[config.mk]
export PLATFORM = sky130hd
export DESIGN_NAME = sdiv_restore
export DESIGN_NICKNAME = d
export VERILOG_FILES = /design/src/rtl/sdiv_pkg.sv /design/src/rtl/sdiv_ctrl.sv /design/src/rtl/sdiv_step.sv /design/src/rtl/sdiv_fixup.sv /design/src/rtl/sdiv_restore.sv
export SDC_FILE = /design/constraint.sdc
export NUM_CORES = 1
export LEC_CHECK = 0
export BUFFER_PORTS_ARGS = -buffer_cell sky130_fd_sc_hd__buf_2
export CAP_MARGIN = 20
export CORE_MARGIN = 3
export CORE_UTILIZATION = 45
export CTS_CLUSTER_DIAMETER = 120
export DETAILED_ROUTE_END_ITERATION = 10
export HOLD_SLACK_MARGIN = 0.05
export PLACE_DENSITY = 0.76
export RECOVER_POWER = 25
export SLEW_MARGIN = 20
export SYNTH_ARGS = -nofsm -noshare
export SYNTH_HDL_FRONTEND = slang
export SYNTH_SLANG_ARGS = --single-unit
[constraint.sdc]
create_clock -name clk -period 2.86 [get_ports clk]
set_input_delay 0.143 -clock clk [delete_from_list [all_inputs] [get_ports clk]]
set_output_delay 0.143 -clock clk [all_outputs]
set_load 0.03 [all_outputs]
[src/rtl/sdiv_pkg.sv]
`timescale 1ns/1ps
package sdiv_pkg;

    // Sequencer states of the divider.
    typedef enum logic [1:0] {
        ST_IDLE = 2'd0,
        ST_ITER = 2'd1,
        ST_FIX  = 2'd2
    } div_state_e;

    // Operand attributes captured at load and used at the fix-up step.
    typedef struct packed {
        logic dvd_neg;
        logic dsr_neg;
        logic dsr_zero;
    } div_flags_t;

    // Quotient magnitude must be negated when the operand signs differ.
    function automatic logic flags_negate(input div_flags_t f);
        return f.dvd_neg ^ f.dsr_neg;
    endfunction

endpackage

[src/rtl/sdiv_ctrl.sv]
`timescale 1ns/1ps
module sdiv_ctrl
    import sdiv_pkg::*;
#(
    parameter int N = 8
) (
    input  logic clk,
    input  logic rst,
    input  logic start,
    output logic load,
    output logic step_en,
    output logic fix_en,
    output logic busy,
    output logic done
);
    localparam int CW = $clog2(N + 1);
    localparam logic [CW-1:0] LAST_ITER = CW'(N - 1);

    div_state_e     state_q;
    div_state_e     state_d;
    logic [CW-1:0]  iter_q;
    logic           done_q;

    assign load    = (state_q == ST_IDLE) && start;
    assign step_en = (state_q == ST_ITER);
    assign fix_en  = (state_q == ST_FIX);
    assign busy    = (state_q != ST_IDLE);
    assign done    = done_q;

    always_comb begin
        state_d = state_q;
        unique case (state_q)
            ST_IDLE: if (start)               state_d = ST_ITER;
            ST_ITER: if (iter_q == LAST_ITER) state_d = ST_FIX;
            ST_FIX:                           state_d = ST_IDLE;
            default:                          state_d = ST_IDLE;
        endcase
    end

    always_ff @(posedge clk) begin
        if (rst) begin
            state_q <= ST_IDLE;
            iter_q  <= '0;
            done_q  <= 1'b0;
        end else begin
            state_q <= state_d;
            done_q  <= fix_en;
            if (load) begin
                iter_q <= '0;
            end else if (step_en) begin
                iter_q <= iter_q + CW'(1);
            end
        end
    end

endmodule

[src/rtl/sdiv_step.sv]
`timescale 1ns/1ps
module sdiv_step #(
    parameter int N = 8
) (
    input  logic [N-1:0] a_cur,
    input  logic [N-1:0] q_cur,
    input  logic [N-1:0] m_cur,
    input  logic [N-1:0] mask_cur,
    output logic [N-1:0] a_next,
    output logic [N-1:0] q_next,
    output logic [N-1:0] mask_next
);
    // One extra bit keeps the shifted partial remainder exact.
    logic [N:0] a_sh;
    logic [N:0] m_ext;
    logic [N:0] trial;
    logic [N-1:0] q_sh;
    logic       rest_nz;
    logic       keep;

    always_comb begin
        a_sh      = {a_cur, q_cur[N-1]};
        q_sh      = {q_cur[N-2:0], 1'b0};
        m_ext     = {m_cur[N-1], m_cur};
        mask_next = mask_cur << 1;
        // Unconsumed dividend bits still waiting in the quotient register.
        rest_nz   = |(q_sh & mask_next);

        if (a_sh[N] == m_ext[N]) begin
            trial = a_sh - m_ext;
        end else begin
            trial = a_sh + m_ext;
        end

        keep = (trial[N] == a_sh[N]) || ((trial == '0) && !rest_nz);

        a_next = keep ? trial[N-1:0] : a_sh[N-1:0];
        q_next = {q_sh[N-1:1], keep};
    end

endmodule

[src/rtl/sdiv_fixup.sv]
`timescale 1ns/1ps
module sdiv_fixup #(
    parameter int N = 8
) (
    input  logic [N-1:0] q_mag,
    input  logic         negate,
    output logic [N-1:0] quot
);
    always_comb begin
        quot = negate ? -q_mag : q_mag;
    end
endmodule

[src/rtl/sdiv_restore.sv]
`timescale 1ns/1ps
module sdiv_restore
    import sdiv_pkg::*;
#(
    parameter int N = 8
) (
    input  logic         clk,
    input  logic         rst,
    input  logic         start,
    input  logic [N-1:0] dividend,
    input  logic [N-1:0] divisor,
    output logic         busy,
    output logic         done,
    output logic [N-1:0] quotient,
    output logic [N-1:0] remainder,
    output logic         div_by_zero
);
    logic         load;
    logic         step_en;
    logic         fix_en;

    logic [N-1:0] a_q;
    logic [N-1:0] q_q;
    logic [N-1:0] m_q;
    logic [N-1:0] mask_q;
    div_flags_t   flags_q;

    logic [N-1:0] a_nx;
    logic [N-1:0] q_nx;
    logic [N-1:0] mask_nx;
    logic [N-1:0] fix_quot;

    logic [N-1:0] quot_q;
    logic [N-1:0] rem_q;
    logic         dz_q;

    sdiv_ctrl #(.N(N)) ctrl_i (
        .clk     (clk),
        .rst     (rst),
        .start   (start),
        .load    (load),
        .step_en (step_en),
        .fix_en  (fix_en),
        .busy    (busy),
        .done    (done)
    );

    sdiv_step #(.N(N)) step_i (
        .a_cur     (a_q),
        .q_cur     (q_q),
        .m_cur     (m_q),
        .mask_cur  (mask_q),
        .a_next    (a_nx),
        .q_next    (q_nx),
        .mask_next (mask_nx)
    );

    sdiv_fixup #(.N(N)) fix_i (
        .q_mag  (q_q),
        .negate (flags_negate(flags_q)),
        .quot   (fix_quot)
    );

    // Working registers: load, then one shift-and-trial per cycle.
    always_ff @(posedge clk) begin
        if (rst) begin
            a_q     <= '0;
            q_q     <= '0;
            m_q     <= '0;
            mask_q  <= '0;
            flags_q <= '0;
        end else if (load) begin
            a_q              <= {N{dividend[N-1]}};
            q_q              <= dividend;
            m_q              <= divisor;
            mask_q           <= '1;
            flags_q.dvd_neg  <= dividend[N-1];
            flags_q.dsr_neg  <= divisor[N-1];
            flags_q.dsr_zero <= (divisor == '0);
        end else if (step_en) begin
            a_q    <= a_nx;
            q_q    <= q_nx;
            mask_q <= mask_nx;
        end
    end

    // Result registers: written only by the fix-up step.
    always_ff @(posedge clk) begin
        if (rst) begin
            quot_q <= '0;
            rem_q  <= '0;
            dz_q   <= 1'b0;
        end else begin
            dz_q <= fix_en & flags_q.dsr_zero;
            if (fix_en) begin
                quot_q <= fix_quot;
                rem_q  <= a_q;
            end
        end
    end

    assign quotient    = quot_q;
    assign remainder   = rem_q;
    assign div_by_zero = dz_q;

endmodule

==> results.tsv <==
stage	metric	value	unit
outcome	run status	finished, violations left	
outcome	failing checks	negative setup slack	
clocking	Max clock buf depth	2	
critical_path	Reg-to-Reg End	a_q[1]$_SDFFE_PP0P_	
clocking	clk_lat worst skew	0.34	ns
critical_path	Critical Path RT	3.11	ns
sta	Slew @ Worst Pin	0.696	ns
grt	gr ovfl total	0	
place	Inst Count DP	493	
critical_path	r2r setup slk	-0.04	ns
hold_path	Hold Crit Class	in -> reg	
floorplanning	Initial Util	46.9	%
hold_path	Worst Hold End	m_q[3]$_SDFFE_PP0P_	
sta	Final Skew	0.0108	ns
clocking	H-tree Lvls	3	
critical_path	CP Buf/Inv Count	1	
floorplanning	io pins	38	
sta	slew margin rel.	53.2	%
critical_path	Worst setup EP type	register	
power_and_ir_drop	Peak VDD IR	0.572	mV
drt	WL final	8.00	mm
clocking	clock slew at the register clock pins of the worst setup and hold paths	0.06	ns
critical_path	reg2reg start	a_q[7]$_SDFFE_PP0P_	
floorplanning	die area	7670	µm²
hold_path	hold path depth	3	
logic_synthesis	Post-Syn Area per Cell	8.03	µm²
place	pre-CTS WS	-0.0509	ns
clocking	CTS Root Cell	clkbuf_8	
logic_synthesis	sequential-to-total area share from yosys stat	38.1	%
drt	routed vias	2906	
sta	slack of the critical path	-0.0442	ns
drt	Avg WL per Cell	15.6	µm
drt	Residual DRC	0	
logic_synthesis	Synth Cell Area	3000	µm²
power_and_ir_drop	PD cells	826	nW/µm²
cells_and_area	nets@finish	463	
cells_and_area	Area growth syn-to-layout	26.8	%
grt	initial antenna violation count	0	
place	Port Buffer Count	37	
place	Detail Placement HPWL	5.58	mm
floorplanning	FP Rows	29	
grt	gr usage total	21.1	%
critical_path	CP max stage delay	0.36	ns
logic_synthesis	syn_nets	404	
sta	Fmax	344	MHz
logic_synthesis	Yosys cell types	49	
sta	endpoints failing hold	0	
drt	Via density	5.65	
drt	initial DRC count	210	
critical_path	CP top delay family	compound AO/OA/AOI/OAI gates	
cells_and_area	share of cells above drive strength 1	23.3	%
logic_synthesis	Yosys reg bits	57	
grt	first-pass GRT wire length	12.8	mm
cells_and_area	Final Util	59.5	%
floorplanning	Core Region	6390	µm²
hold_path	Hold Crit Start	divisor[3]	
critical_path	CP Max Fanout	5	
logic_synthesis	leading area contributor after synthesis	dfxtp_1	
critical_path	Crit path arrival time	3.16	ns
logic_synthesis	area fraction of the dominant cell type after synthesis	38.1	%
floorplanning	Die H	87.6	µm
critical_path	Cell Chain, Critical Path	xnor2_4 > buf_6 > nor2_1 > xnor2_1 > ha_2 > a21oi_2 > a21bo_4 > xor2_2 > nor3_2 > a41oi_2 > mux2_4 > o22ai_2	
sta	final cycle utilization of the critical path	102	%
drt	DR pass1 iterations	5	
sta	Final Critical Period	2.90	ns
sta	Slew Viols, Final	0	
grt	vias in the first global route	2781	
drt	Post-DRT Antenna Nets	0	
clocking	Clock Sinks	57	
sta	unrepaired setup endpoints after global routing	true	
critical_path	Startpoint Class	register	
place	GP Congestion	0.881	
logic_synthesis	cell count after synthesis	373	
sta	final setup fails	3	
floorplanning	Die X	87.6	µm
power_and_ir_drop	Tot Pwr	3.14	mW
logic_synthesis	ys async rst share	0	%
critical_path	Slowest cell on crit path	mux2_4	
clocking	total CTS buffers	9	
critical_path	R2R depth	12	
logic_synthesis	top area cells in the synthesized netlist	dfxtp_1 38%, nand2_1 7.8%, a21oi_1 7.2%	
grt	largest net degree at the start of global routing	36	
sta	setup tns final	-0.0813	ns
logic_synthesis	top cells by count, synth	62 x nand2_1, 57 x dfxtp_1, 43 x a21oi_1	
logic_synthesis	Post-synth EDFFs	0	
logic_synthesis	Ys Warns	0	
logic_synthesis	count leader, synth	nand2_1	
critical_path	Crit Path Class	reg -> reg	
logic_synthesis	Most used DFF post-synth	dfxtp_1	
cells_and_area	Antenna Diode Count	0	
clocking	TritonCTS clock tree	done	
run	max_cap viols	0	
power_and_ir_drop	Leakage	1.43	nW
cells_and_area	Final Non-Filler Cells	514	
-- kinds of logic after synthesis --
logic type | Yosys count | share of synthesized area, %
DFF | 57 | 38.1
muxes | 8 | 2.84
xor gates and xnor gates | 20 | 6.10
adders and majority gates | 12 | 5.26
and+or+nand+nor | 148 | 22.5
buffers and inverters | 29 | 3.63
AOI/OAI and AO/OA | 99 | 21.5
-- per-stage QoR --
stage	cell area, µm²	hold WS [ns]
detailed placement	3450	0.403
floorplan	3060	0.271
global placement	3450	0.396
global route	3800	0.0656
CTS	3750	0.0511
finish	3800	0.0534
-- worst max-delay path by stage --
stage | end | startpoint | cells after the start
2_1_floorplan | a_q[0]$_SDFFE_PP0P_ | a_q[7]$_SDFFE_PP0P_ | 11
3_3_place_gp | a_q[0]$_SDFFE_PP0P_ | a_q[7]$_SDFFE_PP0P_ | 12
3_5_place_dp | a_q[2]$_SDFFE_PP0P_ | a_q[7]$_SDFFE_PP0P_ | 13
4_1_cts | a_q[0]$_SDFFE_PP0P_ | m_q[7]$_SDFFE_PP0P_ | 10
5_1_grt | a_q[2]$_SDFFE_PP0P_ | m_q[4]$_SDFFE_PP0P_ | 12
6_report | a_q[1]$_SDFFE_PP0P_ | a_q[7]$_SDFFE_PP0P_ | 12
-- placed cells by master, fill, tap and decap left out, types with 4 or more instances in the layout --
cell type,instances
a211oi_1,4
a21oi_1,41
a22oi_1,9
a311oi_1,4
a31oi_1,4
buf_2,21
buf_4,28
clkbuf_1,17
clkbuf_8,11
dfxtp_1,53
dfxtp_2,4
ha_1,9
inv_1,10
mux2i_1,4
nand2_1,62
nand2b_1,5
nand3_1,4
nor2_1,35
nor2b_1,4
nor3_1,12
o21ai_0,10
xnor2_1,11
xor2_1,5
-- per-layer routing --
layer	vias to the layer above	global-route usage, %	routed length (µm)
met5	-	0	0
met4	0	8.79	183
met3	20	5.27	403
met2	92	35.3	4080
met1	1364	25.8	3330
li1	1430	-	-
-- report_power, final --
group	total [mW]	internal [mW]	switching [mW]	leakage [nW]
Sequential	0.926	0.850	0.0769	0.467
Clock	0.866	0.538	0.328	0.109
Combinational	1.35	0.650	0.697	0.854
Total	3.14	2.04	1.10	1.43
-- worst min-delay path, delay by kind of cell --
family | cells | cell delay [ns]
buffers and inverters | 1 | 0.11
and+or+nand+nor | 1 | 0.05
AOI/OAI and AO/OA | 1 | 0.05
-- repair_timing --
item	CTS	global route
pin swaps	6	10
endpoints found under the setup margin	6	9
hold buffers	0	0
buffers inserted	2	3
resized for setup	12	12
-- registers in the layout, indices dropped and copies added, names as in the netlist --
signal          flops
a_q                 8
m_q                 8
flags_q             2
quotient            8
q_q                 8
mask_q              7
remainder           8
ctrl_i.done         1
ctrl_i.state_q      2
div_by_zero         1
ctrl_i.iter_q       4
-- layout make-up --
| class | count | area, µm² |
|---|---|---|
| inverters | 11 | 41.3 |
| multi-input cells | 287 | 1900 |
| flip-flops and latches | 57 | 1150 |
| clock buffers | 12 | 155 |
| clock inverters | 4 | 75.1 |
| fillers | 561 | 2580 |
| repair buffers | 66 | 387 |
| well taps | 77 | 96.3 |
No activity file was read; power rests on OpenSTA's default activity.
